--- src/rtl/fsr_pkg.sv ---
// Package: shared constants and types for the banked fault status register.
// Assumes a 32-bit record with fixed field positions.
package fsr_pkg;
    localparam int FSR_W      = 32;
    localparam int CODE_W     = 4;
    localparam int DOM_W      = 4;
    localparam int DOM_LSB    = CODE_W;
    localparam int XS_BIT     = 10;
    localparam int DIR_BIT    = 11;
    localparam int SLV_BIT    = 12;
    localparam int NUM_COPIES = 2;
    localparam int SEC_IDX    = 1;
    localparam int NS_IDX     = 0;

    // Bits that software may write and that captures may set.
    localparam logic [FSR_W-1:0] LIVE_MASK =
        (FSR_W'(1) << SLV_BIT) | (FSR_W'(1) << DIR_BIT) | (FSR_W'(1) << XS_BIT) |
        ((FSR_W'(1) << (DOM_LSB + DOM_W)) - FSR_W'(1));

    localparam logic [FSR_W-1:0] CODE_MASK = (FSR_W'(1) << CODE_W) - FSR_W'(1);

    typedef struct packed {
        logic             valid;
        logic             to_secure;
        logic             code_only;
        logic [FSR_W-1:0] word;
    } capture_t;
endpackage

--- src/rtl/fsr_capture.sv ---
// Module: fsr_capture
// Builds the capture record and picks its target copy from an abort event.
// Assumes that at most one abort is presented per cycle; priority is resolved upstream.
module fsr_capture
    import fsr_pkg::*;
(
    input  logic              abt_valid,
    input  logic [CODE_W-1:0] abt_code,
    input  logic              abt_code_ext,
    input  logic [DOM_W-1:0]  abt_domain,
    input  logic              abt_write,
    input  logic              abt_slave_err,
    input  logic              abt_imprecise,
    input  logic              abt_external,
    input  logic              cur_secure,
    input  logic              mon_entry,
    input  logic              ea_route_mon,
    output capture_t          cap
);
    logic force_secure;

    // Purpose: an external abort routed to monitor always lands in the Secure copy.
    always_comb force_secure = mon_entry & ea_route_mon & abt_external;

    // Purpose: assemble the record word and the target copy.
    always_comb begin
        cap           = '0;
        cap.valid     = abt_valid;
        cap.to_secure = cur_secure | force_secure;
        cap.code_only = abt_imprecise;
        cap.word[CODE_W-1:0]              = abt_code;
        cap.word[DOM_LSB +: DOM_W]        = abt_domain;
        cap.word[XS_BIT]                  = abt_code_ext;
        cap.word[DIR_BIT]                 = abt_write;
        cap.word[SLV_BIT]                 = abt_external & abt_slave_err;
    end
endmodule

--- src/rtl/fsr_bank.sv ---
// Module: fsr_bank
// One copy of the fault status record. A capture has priority over a software write.
// Assumes sw_word has already been masked to the writable bits.
module fsr_bank
    import fsr_pkg::*;
(
    input  logic             clk,
    input  logic             rst_n,
    input  logic             cap_en,
    input  logic             cap_code_only,
    input  logic [FSR_W-1:0] cap_word,
    input  logic             sw_en,
    input  logic [FSR_W-1:0] sw_word,
    output logic [FSR_W-1:0] q
);
    logic [FSR_W-1:0] nxt;

    // Purpose: choose next contents; a capture wins over a write.
    always_comb begin
        nxt = q;
        if (cap_en) begin
            if (cap_code_only) nxt = (q & ~CODE_MASK) | (cap_word & CODE_MASK);
            else               nxt = cap_word;
        end else if (sw_en) begin
            nxt = sw_word;
        end
    end

    // Purpose: state register with reserved bits held at zero.
    always_ff @(posedge clk) begin
        if (!rst_n) q <= '0;
        else        q <= nxt & LIVE_MASK;
    end
endmodule

--- src/rtl/fsr_access.sv ---
// Module: fsr_access
// Register-access port: privilege check, write steering, registered read.
// Assumes the read returns the copy's contents from before the same edge's update.
module fsr_access
    import fsr_pkg::*;
(
    input  logic             clk,
    input  logic             rst_n,
    input  logic             reg_rd_en,
    input  logic             reg_wr_en,
    input  logic [FSR_W-1:0] reg_wdata,
    input  logic             cur_secure,
    input  logic             cur_priv,
    input  logic [FSR_W-1:0] sec_q,
    input  logic [FSR_W-1:0] ns_q,
    output logic             sw_en_sec,
    output logic             sw_en_ns,
    output logic [FSR_W-1:0] sw_word,
    output logic [FSR_W-1:0] reg_rdata,
    output logic             reg_acc_err
);
    logic             wr_ok;
    logic [FSR_W-1:0] sel_q;

    // Purpose: gate writes by privilege and steer them to the current copy.
    always_comb begin
        wr_ok     = reg_wr_en & cur_priv;
        sw_en_sec = wr_ok & cur_secure;
        sw_en_ns  = wr_ok & ~cur_secure;
        sw_word   = reg_wdata & LIVE_MASK;
        sel_q     = cur_secure ? sec_q : ns_q;
    end

    // Purpose: registered read data and access-error flag.
    always_ff @(posedge clk) begin
        if (!rst_n) begin
            reg_rdata   <= '0;
            reg_acc_err <= 1'b0;
        end else begin
            reg_acc_err <= (reg_rd_en | reg_wr_en) & ~cur_priv;
            if (reg_rd_en) reg_rdata <= cur_priv ? sel_q : '0;
        end
    end
endmodule

--- src/rtl/fault_status_bank.sv ---
// Module: fault_status_bank (top)
// Holds the Secure and Non-secure data fault records, with hardware capture and privileged access.
// Assumes synchronous active-low reset and one abort per cycle.
module fault_status_bank
    import fsr_pkg::*;
(
    input  logic              clk,
    input  logic              rst_n,
    input  logic              abt_valid,
    input  logic [3:0]        abt_code,
    input  logic              abt_code_ext,
    input  logic [3:0]        abt_domain,
    input  logic              abt_write,
    input  logic              abt_slave_err,
    input  logic              abt_imprecise,
    input  logic              abt_external,
    input  logic              cur_secure,
    input  logic              cur_priv,
    input  logic              mon_entry,
    input  logic              ea_route_mon,
    input  logic              reg_rd_en,
    input  logic              reg_wr_en,
    input  logic [31:0]       reg_wdata,
    output logic [31:0]       reg_rdata,
    output logic              reg_acc_err
);
    capture_t         cap;
    logic             sw_en_sec;
    logic             sw_en_ns;
    logic [FSR_W-1:0] sw_word;
    logic [FSR_W-1:0] bank_q [NUM_COPIES];

    fsr_capture u_cap (
        .abt_valid     (abt_valid),
        .abt_code      (abt_code),
        .abt_code_ext  (abt_code_ext),
        .abt_domain    (abt_domain),
        .abt_write     (abt_write),
        .abt_slave_err (abt_slave_err),
        .abt_imprecise (abt_imprecise),
        .abt_external  (abt_external),
        .cur_secure    (cur_secure),
        .mon_entry     (mon_entry),
        .ea_route_mon  (ea_route_mon),
        .cap           (cap)
    );

    fsr_access u_acc (
        .clk         (clk),
        .rst_n       (rst_n),
        .reg_rd_en   (reg_rd_en),
        .reg_wr_en   (reg_wr_en),
        .reg_wdata   (reg_wdata),
        .cur_secure  (cur_secure),
        .cur_priv    (cur_priv),
        .sec_q       (bank_q[SEC_IDX]),
        .ns_q        (bank_q[NS_IDX]),
        .sw_en_sec   (sw_en_sec),
        .sw_en_ns    (sw_en_ns),
        .sw_word     (sw_word),
        .reg_rdata   (reg_rdata),
        .reg_acc_err (reg_acc_err)
    );

    // One copy per security state; index SEC_IDX is Secure.
    for (genvar gi = 0; gi < NUM_COPIES; gi++) begin : g_copy
        logic hit;
        logic sw_hit;
        // Purpose: decode capture and write enables for this copy.
        always_comb begin
            hit    = cap.valid & (cap.to_secure == (gi == SEC_IDX));
            sw_hit = (gi == SEC_IDX) ? sw_en_sec : sw_en_ns;
        end
        fsr_bank u_bank (
            .clk           (clk),
            .rst_n         (rst_n),
            .cap_en        (hit),
            .cap_code_only (cap.code_only),
            .cap_word      (cap.word),
            .sw_en         (sw_hit),
            .sw_word       (sw_word),
            .q             (bank_q[gi])
        );
    end
endmodule

--- config.mk ---
export PLATFORM = sky130hd
export DESIGN_NAME = fault_status_bank
export DESIGN_NICKNAME = d
export VERILOG_FILES = /design/src/rtl/fsr_pkg.sv /design/src/rtl/fsr_capture.sv /design/src/rtl/fsr_bank.sv /design/src/rtl/fsr_access.sv /design/src/rtl/fault_status_bank.sv
export SDC_FILE = /design/constraint.sdc
export NUM_CORES = 1
export LEC_CHECK = 0
export BUFFER_PORTS_ARGS = -buffer_cell sky130_fd_sc_hd__buf_2
export CORE_MARGIN = 4
export CORE_UTILIZATION = 35
export DETAILED_ROUTE_END_ITERATION = 12
export PLACE_DENSITY = 0.59
export SLEW_MARGIN = 20
export SYNTH_ARGS = -nofsm -noshare
export SYNTH_HDL_FRONTEND = slang
export SYNTH_SLANG_ARGS = --single-unit
--- constraint.sdc ---
create_clock -name clk -period 3.6 [get_ports clk]
set_input_delay 0.9 -clock clk [delete_from_list [all_inputs] [get_ports clk]]
set_output_delay 0.9 -clock clk [all_outputs]
set_load 0.05 [all_outputs]
[After elaboration in Yosys (flattened, before gate mapping)]
Index checks and enable logic that the tools add are counted.
Operators by class
  add/subtract/negate cells: 0
  multipliers: 0
  div/mod/pow operators: 0
  magnitude comparators: 0
  eq/ne operators: 0
  shifts and indexed selects: 0
  mux-type cells: 8
  bitwise gates (word level): 16
  reductions and logical operators: 2
Operators by type and width (count)
  2-to-1 mux 13 bit: 7
  2-to-1 mux 32 bit: 1
  OR 13 x 4 -> 13 bit: 2
  AND 1 bit: 9
  nonzero test 2 bit: 2
  inverter 1 bit: 3
  OR 1 bit: 2
Storage, ports and cells
  register bits: 55
  latch bits: 0
  RAM bits: 0
  bits in read-only memories: 0
  input port bits: 54
  output and inout bits: 33
  logic and storage cells: 30
  memories: 0

[Longest topological paths before layout]
  word-level depth: 6
  depth in mapped cells: 5
  gate-level depth less buffers: 3

[By module]
From an unflattened synthesis, not the netlist that was laid out.
Unflattened totals
  cells, all modules: 344
  area, all modules: 3648.5 um^2
By module, submodules not included
  fsr_access: times used 1, cells an instance 148, area an instance 1883.1 um^2, seq. area each 660.6 um^2
  fsr_bank: times used 2, cells an instance 79, area an instance 740.7 um^2, seq. area each 220.2 um^2
  fsr_capture: times used 1, cells an instance 36, area an instance 267.8 um^2, seq. area each 0.0 um^2
  fault_status_bank: times used 1, cells an instance 2, area an instance 16.3 um^2, seq. area each 0.0 um^2

[Worst setup path after synthesis]
No wires, ideal clock.
  path type: input -> register
  start point: input port cur_secure
  end point: register g_copy[1].u_bank.q[5]
  library setup time: 136 ps
  arrival time: 1774 ps
  data required time: 3464 ps
  path slack: 1690 ps
  cell stages on the path: 5
  buffers on the path: 2
  cell sequence: buf_6 -> a31o_2 -> buf_6 -> a311oi_1 -> a311oi_2
Between the ends
  word-level cells in the longest chain between the ends: 3
  elaborated cells between the ends (all ways): 5
  classes of those cells: mux (1); bitwise (3); reduce/logical (1)
RTL lines
  from (decl): line fault_status_bank.sv:17  | input logic cur_secure,
  OR 1 bit: line fsr_capture.sv:29  | cap.to_secure = cur_secure | force_secure;
  AND 1 bit: line fault_status_bank.sv:71  | hit = cap.valid & (cap.to_secure == (gi == SEC_IDX));
  2-to-1 mux 13 bit or nonzero test 2 bit (tied branches)
  to (signal assigned): line fsr_bank.sv:32  | else q <= nxt & LIVE_MASK;
  to (decl): line fsr_bank.sv:14  | output logic [FSR_W-1:0] q
Parallel ways exist; a longest one is shown, timed or not.
A chain may end at the register's enable or synchronous reset.

[Final worst setup path]
  start point: input port cur_secure
  end point: register g_copy[0].u_bank.q[12]
Between the ends
  word-level cells in the longest chain between the ends: 4
  elaborated cells between the ends (all ways): 7
  classes of those cells: mux (1); bitwise (5); reduce/logical (1)
RTL lines (line)
  OR 1 bit: fsr_capture.sv:29
  inverter 1 bit: fault_status_bank.sv:71
  AND 1 bit: fault_status_bank.sv:71
  2-to-1 mux 13 bit or nonzero test 2 bit (tied branches)
  to (signal assigned): fsr_bank.sv:32
  to (decl): fsr_bank.sv:14
Parallel ways exist; a longest one is shown, timed or not.

==> flow_metrics.py <==
metrics = {
    "outcome": {
        "status": "finished clean",
    },
    "floorplanning": {
        "die_h_um": 82.44,
        "core_um2": 5238,
        "die_w_um": 82.44,
        "start_util_pct": 37.03,
        "ios": 87,
        "die_area_um2": 6796,
        "num_rows": 26,
    },
    "sta": {
        "max_freq_mhz": 428.8,
        "tns_ns": 0,
        "hold_viol_final": 0,
        "hold_slack_ns": 0.4734,
        "tightest_slew_ns": 0.6980,
        "maxSlewViolCount": 0,
        "worst_slack_ns": 1.268,
        "relSlewSlack_pct": 53.32,
        "setup_viol": 0,
        "finalCriticalPeriod_ns": 2.332,
        "finalClockSkew_ns": 0.002785,
        "rsz0062_at_grt": "no",
        "finalCritPeriodShare_pct": 64.77,
    },
    "pwr": {
        "power.density_nw_per_um2": 417.6,
        "power_leakage_nw": 0.9298,
        "ir_drop_mv": 0.1171,
    },
    "routing": {
        "drtIter0Drc": 101,
        "drt-pass1-iter-count": 4,
        "route.detailed.drc": 0,
        "via_per_inst": 5.381,
        "wirelength_mm": 4.940,
        "wl_per_cell_um": 15.68,
        "final_antenna_net_count": 0,
        "vias": 1695,
    },
    "synthesis": {
        "yosysTopAreaCell": "dfxtp_1",
        "async_reset_ff_share_pct": 0,
        "syn_area_um2": 1939,
        "synth_edf_count": 0,
        "yosys-top-cells-count": "34 x dfxtp_1, 22 x buf_4, 20 x a311oi_1",
        "synth-main-ff-cell": "dfxtp_1",
        "yosysMostFrequentCell": "dfxtp_1",
        "synth_compound_area_share_pct": 27.55,
        "synth.ff_latch_count": 34,
        "synth_top_family_by_area": "compound AO/OA/AOI/OAI gates",
        "yosysTopAreaCellShare_pct": 35.10,
        "synthMuxAreaShare_pct": 9.806,
        "yosysSeqAreaShare_pct": 35.10,
        "synth_fa_ha_area_share_pct": 0,
        "synth_area_leaders": "dfxtp_1 35%, mux2i_1 9.8%, a311oi_1 9.0%",
        "yosysUniqueCellTypes": 32,
        "synth_cells": 209,
        "synth-warning-count": 0,
        "avgSynthCellArea_um2": 9.279,
        "synth_xor_area_share_pct": 0,
        "synth-simple-area-share_pct": 11.35,
    },
    "worst_setup_path": {
        "crit_arrival_ns": 2.52,
        "worst-path-buf-inv": 1,
        "startpoint": "cur_secure",
        "reg2reg_from": "g_copy[1].u_bank.q[12]",
        "path_class": "in2reg",
        "critPathSlowestCell": "nand3b_1",
        "critPathMaxFanout": 19,
        "required_ns": 3.79,
        "cp.depth": 4,
        "cp-end-kind": "register",
        "crit_chain": "buf_2, nand3b_1, a21o_4, a311oi_1",
        "path_delay_family": "compound AO/OA/AOI/OAI gates",
        "r2r_setup_slack_ns": 2.74,
        "rr_worst_depth": 3,
        "worstReg2RegEnd": "u_acc.reg_rdata[12]",
        "worstSetupEndpoint": "g_copy[0].u_bank.q[12]",
        "cpPeakStageDelay_ns": 0.64,
        "cp-start-kind": "input pin",
    },
    "global_route": {
        "grt_overflow": 0,
        "grt_max_degree": 22,
        "grt_first_pass_wirelength_mm": 7.893,
        "grt_antenna_before_repair": 0,
        "grt_pass1_vias": 1611,
        "grt_use_total_pct": 15.35,
    },
    "finish": {
        "syn2layout_area_growth_pct": 11.35,
        "fin_util_pct": 41.23,
        "fin_nets": 298,
        "antennaDiodeCount": 0,
        "layout-drive-gt1-share_pct": 24.49,
    },
    "clock_tree": {
        "clk_pin_slew_ns": 0.07,
        "htreeDepth": 2,
        "cts_setup_buffers": 0,
        "cts_resized": 0,
        "cts_num_sinks": 34,
        "clock_latency_ns": 0.28,
        "cts_root_buf": "clkbuf_8",
        "cts_tree": "done",
        "cts_buffers": 5,
        "max-clock-path-buffers": 2,
        "cts_hold_buf": 0,
    },
    "worst_hold_path": {
        "hold_class": "reg2reg",
    },
    "place": {
        "place.gp.congestion": 0.8156,
        "io_buffers": 44,
        "dpl_worst_slack_ns": 0.9749,
        "dp_hpwl_mm": 3.573,
    },
    "job": {
        "maxCapViolCount": 0,
    },
}
sequential cells by signal, summed over array words and instances, names as in the netlist:
name,flops
g_copy.u_bank.q,22
u_acc.reg_rdata,11
u_acc.reg_acc_err,1
worst min-delay path by stage:
| stage | start | to | slack [ns] | cells past startpoint |
|---|---|---|---|---|
| CTS | g_copy[0].u_bank.q[6] | g_copy[0].u_bank.q[6] | 0.47 | 2 |
| global route | g_copy[0].u_bank.q[4] | g_copy[0].u_bank.q[4] | 0.49 | 2 |
| finish | g_copy[0].u_bank.q[6] | g_copy[0].u_bank.q[6] | 0.47 | 2 |
| global placement | g_copy[0].u_bank.q[6] | g_copy[0].u_bank.q[6] | 0.46 | 2 |
| detailed placement | g_copy[0].u_bank.q[6] | g_copy[0].u_bank.q[6] | 0.46 | 2 |
| floorplan | g_copy[0].u_bank.q[10] | g_copy[0].u_bank.q[10] | 0.44 | 2 |
cells by family after synthesis:
family | count (synthesis)
compound gates | 65
flops | 34
other cells | 1
simple gates | 41
buf+inv | 49
mux | 19
metal layers:
metal	GRT usage [%]	part of all wire [%]	wire (um)
met1	21.11	44	2189
met2	23.16	47	2298
met3	3.254	7.5	369
met4	6.312	1.7	83
met5	0	0	0
report_power, final:
group          switching [mW]  total (mW)  internal, mW
clock                   0.134       0.288         0.154
sequential             0.0110       0.410         0.399
combinational           0.141       0.203        0.0625
total                   0.286       0.902         0.616
stage by stage:
| stage | cells | area [um^2] | total power, mW |
|---|---|---|---|
| floorplan | 229 | 2014 | 0.5938 |
| global placement | 307 | 2068 | 0.6199 |
| detailed placement | 307 | 2068 | 0.6212 |
| CTS | 315 | 2160 | 0.9113 |
| global route | 315 | 2160 | 0.9469 |
| finish | 315 | 2160 | 0.9018 |
worst register-to-register path, cell delays in order (launching register included):
cell,delay (ns)
dfxtp_1,0.32
mux2i_1,0.20
a2bb2oi_1,0.18
nor2_1,0.06
placed cells by master (no fill, tap or decap), drive strengths merged:
cell type | Yosys | final
buf | 31 | 46
dfxtp | 34 | 34
conb | 1 | 21
a311oi | 21 | 21
mux2i | 19 | 19
a211oi | 15 | 15
nor2 | 12 | 12
a2bb2oi | 11 | 11
nand3 | 10 | 10
inv | 9 | 9
nor3 | 9 | 9
o21ai | 7 | 7
o31ai | 7 | 7
clkbuf | 7 | 7
nand2 | 3 | 3
clkinv | 2 | 3
a31o | 2 | 2
a31oi | 1 | 1
and4b | 1 | 1
nor2b | 1 | 1
nand3b | 1 | 1
a21o | 1 | 1
and3 | 1 | 1
and2 | 1 | 1
or3b | 1 | 1
nand2b | 1 | 1
final cells by class:
cell class / count / area (um^2)
timing repair buffer: 46 / 235.2
multi-input combinational: 146 / 1023
clock buffer: 7 / 86.33
fill: 561 / 3078
tap: 70 / 87.58
sequential: 34 / 680.7
clock inverter: 1 / 5.005
inverter: 11 / 41.29
Power figures use the tool's default switching activity.
